--- src/rtl/irq_prio_pkg.sv ---
package irq_prio_pkg;
  localparam int NUM_GRP = 6;
  localparam int LVL_W   = 2;
  localparam int NUM_LVL = 1 << LVL_W;
  localparam int GRP_W   = $clog2(NUM_GRP);

  typedef logic [LVL_W-1:0] lvl_t;

  typedef enum logic [1:0] {
    ADDR_FLAG = 2'd0,
    ADDR_PLO  = 2'd1,
    ADDR_PHI  = 2'd2,
    ADDR_ENA  = 2'd3
  } reg_addr_e;
endpackage

--- src/rtl/irq_prio_regs.sv ---
module irq_prio_regs
  import irq_prio_pkg::*;
#(
  parameter int NUM_SRC = 5
) (
  input  logic               clk_i,
  input  logic               rst_ni,
  input  logic               we_i,
  input  logic [1:0]         addr_i,
  input  logic [7:0]         wdata_i,
  output logic [7:0]         rdata_o,
  input  logic [NUM_SRC-1:0] set_i,
  input  logic [NUM_SRC-1:0] clr_i,
  output logic [NUM_SRC-1:0] flag_o,
  output logic [NUM_SRC-1:0] en_o,
  output logic               gen_o,
  output lvl_t               grp_lvl_o [NUM_GRP]
);
  logic [NUM_SRC-1:0] flag_q, en_q;
  logic [NUM_GRP-1:0] plo_q, phi_q;
  logic               gen_q;
  logic               unused_wdata;

  assign unused_wdata = ^wdata_i[6:NUM_SRC];

  always_ff @(posedge clk_i or negedge rst_ni) begin
    if (!rst_ni) begin
      flag_q <= '0;
      en_q   <= '0;
      gen_q  <= 1'b0;
      plo_q  <= '0;
      phi_q  <= '0;
    end else begin
      // hardware set overrides a same-cycle software write
      if (we_i && addr_i == ADDR_FLAG) flag_q <= wdata_i[NUM_SRC-1:0] | set_i;
      else                             flag_q <= (flag_q & ~clr_i) | set_i;
      if (we_i && addr_i == ADDR_PLO) plo_q <= wdata_i[NUM_GRP-1:0];
      if (we_i && addr_i == ADDR_PHI) phi_q <= wdata_i[NUM_GRP-1:0];
      if (we_i && addr_i == ADDR_ENA) begin
        en_q  <= wdata_i[NUM_SRC-1:0];
        gen_q <= wdata_i[7];
      end
    end
  end

  always_comb begin
    rdata_o = '0;
    unique case (addr_i)
      ADDR_FLAG: rdata_o[NUM_SRC-1:0] = flag_q;
      ADDR_PLO:  rdata_o[NUM_GRP-1:0] = plo_q;
      ADDR_PHI:  rdata_o[NUM_GRP-1:0] = phi_q;
      ADDR_ENA:  begin
        rdata_o[NUM_SRC-1:0] = en_q;
        rdata_o[7]           = gen_q;
      end
      default:   rdata_o = '0;
    endcase
  end

  for (genvar g = 0; g < NUM_GRP; g++) begin : g_lvl
    assign grp_lvl_o[g] = {phi_q[g], plo_q[g]};
  end

  assign flag_o = flag_q;
  assign en_o   = en_q;
  assign gen_o  = gen_q;
endmodule

--- src/rtl/irq_prio_arbiter.sv ---
module irq_prio_arbiter
  import irq_prio_pkg::*;
#(
  parameter int                     NUM_SRC = 5,
  parameter logic [NUM_SRC*GRP_W-1:0] SRC_GRP = '0,
  localparam int                    SRC_W   = $clog2(NUM_SRC)
) (
  input  logic [NUM_SRC-1:0] pend_i,
  input  lvl_t               grp_lvl_i [NUM_GRP],
  input  logic [NUM_LVL-1:0] isr_i,
  output logic               req_o,
  output logic [SRC_W-1:0]   vec_o,
  output lvl_t               lvl_o
);
  logic [NUM_GRP-1:0] grp_act;
  logic [GRP_W-1:0]   win;
  logic               found, isr_any;
  lvl_t               best, top;

  always_comb begin
    grp_act = '0;
    for (int s = 0; s < NUM_SRC; s++)
      for (int g = 0; g < NUM_GRP; g++)
        if (pend_i[s] && SRC_GRP[s*GRP_W +: GRP_W] == GRP_W'(g)) grp_act[g] = 1'b1;

    // strict compare: on a tie the lower group keeps the slot
    found = 1'b0;
    best  = '0;
    win   = '0;
    for (int g = 0; g < NUM_GRP; g++)
      if (grp_act[g] && (!found || grp_lvl_i[g] > best)) begin
        found = 1'b1;
        best  = grp_lvl_i[g];
        win   = GRP_W'(g);
      end

    vec_o = '0;
    for (int s = NUM_SRC - 1; s >= 0; s--)
      if (pend_i[s] && SRC_GRP[s*GRP_W +: GRP_W] == win) vec_o = SRC_W'(s);

    isr_any = |isr_i;
    top     = '0;
    for (int l = 0; l < NUM_LVL; l++)
      if (isr_i[l]) top = lvl_t'(l);

    req_o = found && (!isr_any || best > top);
    lvl_o = best;
  end
endmodule

--- src/rtl/irq_prio_stack.sv ---
module irq_prio_stack
  import irq_prio_pkg::*;
(
  input  logic               clk_i,
  input  logic               rst_ni,
  input  logic               push_i,
  input  lvl_t               push_lvl_i,
  input  logic               pop_i,
  output logic [NUM_LVL-1:0] isr_o
);
  logic [NUM_LVL-1:0] isr_q, top_oh;

  always_comb begin
    top_oh = '0;
    for (int l = 0; l < NUM_LVL; l++)
      if (isr_q[l]) top_oh = NUM_LVL'(1) << l;
  end

  always_ff @(posedge clk_i or negedge rst_ni) begin
    if (!rst_ni) isr_q <= '0;
    else isr_q <= (isr_q & ~(pop_i ? top_oh : '0))
                | (push_i ? NUM_LVL'(1) << push_lvl_i : '0);
  end

  assign isr_o = isr_q;
endmodule

--- src/rtl/irq_prio_ctrl.sv ---
module irq_prio_ctrl
  import irq_prio_pkg::*;
#(
  parameter int                       NUM_SRC  = 5,
  parameter logic [NUM_SRC*GRP_W-1:0] SRC_GRP  = {3'd5, 3'd1, 3'd2, 3'd2, 3'd0},
  parameter logic [NUM_SRC-1:0]       AUTO_CLR = 5'b00110,
  localparam int                      SRC_W    = $clog2(NUM_SRC)
) (
  input  logic               clk_i,
  input  logic               rst_ni,
  input  logic               reg_we_i,
  input  logic [1:0]         reg_addr_i,
  input  logic [7:0]         reg_wdata_i,
  output logic [7:0]         reg_rdata_o,
  input  logic [NUM_SRC-1:0] irq_set_i,
  output logic               irq_req_o,
  output logic [SRC_W-1:0]   irq_vec_o,
  output logic [LVL_W-1:0]   irq_lvl_o,
  input  logic               irq_ack_i,
  input  logic               irq_ret_i
);
  logic [NUM_SRC-1:0] flag, en, pend, clr;
  logic               gen, take;
  logic [NUM_LVL-1:0] isr;
  lvl_t               grp_lvl [NUM_GRP];
  lvl_t               win_lvl;

  assign take = irq_ack_i & irq_req_o;
  assign clr  = take ? ((NUM_SRC'(1) << irq_vec_o) & AUTO_CLR) : '0;
  assign pend = flag & en & {NUM_SRC{gen}};

  irq_prio_regs #(.NUM_SRC(NUM_SRC)) u_regs (
    .clk_i, .rst_ni,
    .we_i(reg_we_i), .addr_i(reg_addr_i), .wdata_i(reg_wdata_i), .rdata_o(reg_rdata_o),
    .set_i(irq_set_i), .clr_i(clr),
    .flag_o(flag), .en_o(en), .gen_o(gen), .grp_lvl_o(grp_lvl)
  );

  irq_prio_arbiter #(.NUM_SRC(NUM_SRC), .SRC_GRP(SRC_GRP)) u_arb (
    .pend_i(pend), .grp_lvl_i(grp_lvl), .isr_i(isr),
    .req_o(irq_req_o), .vec_o(irq_vec_o), .lvl_o(win_lvl)
  );

  irq_prio_stack u_stack (
    .clk_i, .rst_ni,
    .push_i(take), .push_lvl_i(win_lvl), .pop_i(irq_ret_i), .isr_o(isr)
  );

  assign irq_lvl_o = win_lvl;
endmodule

--- config.mk ---
export PLATFORM = sky130hd
export DESIGN_NAME = irq_prio_ctrl
export DESIGN_NICKNAME = d
export VERILOG_FILES = /design/src/rtl/irq_prio_pkg.sv /design/src/rtl/irq_prio_regs.sv /design/src/rtl/irq_prio_arbiter.sv /design/src/rtl/irq_prio_stack.sv /design/src/rtl/irq_prio_ctrl.sv
export SDC_FILE = /design/constraint.sdc
export NUM_CORES = 1
export LEC_CHECK = 0
export BUFFER_PORTS_ARGS = -buffer_cell sky130_fd_sc_hd__buf_2
export CORE_MARGIN = 4
export CORE_UTILIZATION = 40
export CTS_CLUSTER_SIZE = 28
export DETAILED_ROUTE_END_ITERATION = 16
export SYNTH_ARGS = -nofsm -noshare
export SYNTH_HDL_FRONTEND = slang
export SYNTH_HIERARCHICAL = 1
export SYNTH_SLANG_ARGS = --single-unit
--- constraint.sdc ---
create_clock -name clk_i -period 13.9 [get_ports clk_i]
set_input_delay 0.695 -clock clk_i [delete_from_list [all_inputs] [get_ports clk_i]]
set_output_delay 0.695 -clock clk_i [all_outputs]
set_load 0.02 [all_outputs]
==> flow_summary_export.csv <==
group,metric,value,unit
floorplanning,core-area,4090,µm²
sta,worst_pin_slew,0.614,ns
critical_path,rr_endpoint,"u_regs/flag_o[2]$_DFF_PN0_",
finish,drive_gt1_share,34.5,%
drt,dr.pass1.iters,4,
sta,fmax,0.159,GHz
critical_path,critical_path_arrival,5.59,ns
power_and_ir_drop,ir_drop,0.0000667,V
critical_path,crit_type,"reg2out",
synthesis,synth-warning-count,6,
sta,hold_viol,0,
sta,rsz0062_at_grt,"false",
synthesis,synth_top_area_share,38.9,%
synthesis,yosys-top-cells-count,"dfrtp_1, inv_1, mux2_2",
floorplanning,die_y,73.9,µm
finish,nNetsFinal,234,
synthesis,synth.cell_area,1740,µm²
synthesis,syn_inst,166,
placement,place_ws,7.79,ns
sta,setup_violations,0,
floorplanning,io_pins,34,
sta,relSlewSlack,59.1,%
critical_path,cp_data_required_time,13.20,ns
global_route,grt_pass1_vias,1513,
placement,gp_congestion,0.802,
floorplanning,start_util,42.5,%
critical_path,worstSetupStartpointType,"flip-flop",
drt,wire_per_inst,16.8,µm
hold_path,hold_class,"in2async",
global_route,grt_max_degree,28,
sta,worst_slack,7.62,ns
synthesis,synth_flop_cell,"dfrtp_1",
drt,drt-vias-per-instance,5.52,
critical_path,reg2regPathDepth,26,
drt,antenna_left,0,
global_route,antenna_found_initial,0,
finish,fillers,406,
drt,route.vias.total,1381,
finish,final_core_util,48.8,%
placement,dp_cells,246,
floorplanning,rows,23,
drt,wl,4200,µm
cts,ctsHtreeMaxLevel,1,
global_route,grt_usage,16.6,%
cts,clk_latency,0.27,ns
finish,instances_no_fill,250,
cts,cts_tree,"done",
sta,period_needed,6.28,ns
critical_path,reg2reg_slack,7.79,ns
power_and_ir_drop,power.leakage,0.977,nW
synthesis,async_reset_ff_share,100,%
placement,port_buffers,31,
synthesis,synthDistinctLibCells,38,
critical_path,cp-end-kind,"output port",
outcome,outcome,"completed",
synthesis,synth-seq-cells,27,
sta,holdWs,0.427,ns
floorplanning,die-area,5460,µm²
sta,finalCritPeriodShare,45.2,%
sta,tns,0,ns
sta,drv_slew,0,
cts,post_cts_buffers,0,
synthesis,avgSynthCellArea,10.5,µm²
power_and_ir_drop,power.density,138,nW/µm²
job,cap_violations,0,
cts,cts_sinks,27,
cts,cts_repair_resize_count,0,
cts,clk_transition_reported_paths,0.09,ns
cts,cts-buffers-inserted,3,
finish,diodes,0,
placement,dp_hpwl,3310,µm
floorplanning,fp.dieW,73.9,µm
cts,cts-root-buf,"clkbuf_8",
synthesis,yosysMostFrequentCell,"dfrtp_1",
cts,hold_buffers,0,
sta,finalClockSkew,0.00655,ns
critical_path,crit_fanout,8,
synthesis,ys_seq_area_share,38.9,%
cts,clock_path_buffers,2,
critical_path,timing.rr.start,"u_regs/gen_o$_DFFE_PN0P_",
drt,drt_iter0_markers,53,
global_route,grt_pass1_wl,7100,µm
finish,syn_to_final_growth,14.7,%
synthesis,ys_top_cells_by_area,"dfrtp_1, mux2_2, ha_1, inv_1, mux2i_1",
synthesis,yosys.area.top_type,"dfrtp_1",
global_route,overflow,0,
synthesis,synth-edff-count,0,
drt,drc_errors,0,
[flip-flops by register name (all words and copies together), names as in the netlist]
name	flops
u_regs/flag_o	5
u_regs/en_o	5
u_regs/plo_q	6
u_stack/isr_o	4
u_regs/phi_q	6
u_regs/gen_o	1
[logic make-up after synthesis]
family          count (synthesis)  share of synthesized area, %
compound gates                 32                          14.9
simple gates                   35                          12.1
mux                            28                          17.9
fa+ha+maj                      13                          9.36
buf+inv                        29                          6.48
other cells                     2                         0.432
flops                          27                          38.9
[cell type report]
class	instances	area [µm²]	area share, %
multi-input cells	112	957	48.0
flip-flops and latches	27	676	33.9
inverters	26	97.6	4.90
clock buffers	4	45.0	2.26
well taps	50	62.6	3.14
repair buffers	31	155	7.78
[stage by stage]
step	power, mW	instance area (µm²)
after floorplan	0.197	1750
after global placement	0.227	1950
after detailed placement	0.233	1950
after CTS	0.277	1990
after global routing	0.296	1990
final	0.275	1990
[layout by cell type (no fill, tap or decap), drive strengths merged, types with 4 or more instances in the layout]
cell type  count
buf           31
dfrtp         27
inv           26
mux2          21
ha            13
and3          10
nand2          8
a21oi          8
mux2i          7
a222oi         5
a311o          5
conb           4
clkbuf         4
[worst max-delay path: stages, from the launching register on]
cell	delay [ns]
dfrtp_1	0.48
and3_1	0.34
nand2_1	0.09
ha_1	0.31
nor2b_1	0.15
o311a_1	0.32
a32oi_1	0.22
ha_1	0.29
nor2b_1	0.13
a2bb2oi_1	0.14
o22ai_1	0.37
mux2i_1	0.28
inv_1	0.07
ha_1	0.29
a21oi_1	0.06
a21oi_1	0.11
o21a_1	0.31
mux2_2	0.43
ha_1	0.31
a21oi_1	0.06
a21oi_1	0.11
a21oi_1	0.06
a21oi_1	0.18
buf_2	0.20
[where the power goes]
group / internal (mW) / leakage, nW / total [mW] / switching, mW
sequential: 0.0938 / 0.318 / 0.108 / 0.0146
clock: 0.0205 / 0.0228 / 0.0435 / 0.0230
combinational: 0.0545 / 0.636 / 0.123 / 0.0683
[metal layers]
metal  vias up  part of all wire (%)  GRT usage (%)
met1       677                    46           21.8
met3         2                   4.3           1.92
met2        35                    49           29.3
met4         0                  0.41           3.62
li1        667                     -              -
met5         -                     0              0
[worst max path at each step]
stage                             startpoint  cells past startpoint                    endpoint  slack [ns]
floorplan           u_regs/gen_o$_DFFE_PN0P_                     27  u_regs/flag_o[1]$_DFF_PN0_        7.95
global placement    u_regs/gen_o$_DFFE_PN0P_                     26  u_regs/flag_o[1]$_DFF_PN0_        7.88
detailed placement  u_regs/gen_o$_DFFE_PN0P_                     26  u_regs/flag_o[1]$_DFF_PN0_        7.79
CTS                 u_regs/gen_o$_DFFE_PN0P_                     23                   irq_req_o        7.64
global route        u_regs/gen_o$_DFFE_PN0P_                     23                   irq_req_o        7.21
finish              u_regs/gen_o$_DFFE_PN0P_                     23                   irq_req_o        7.62
Note: power is estimated with default switching activity, not from simulation.
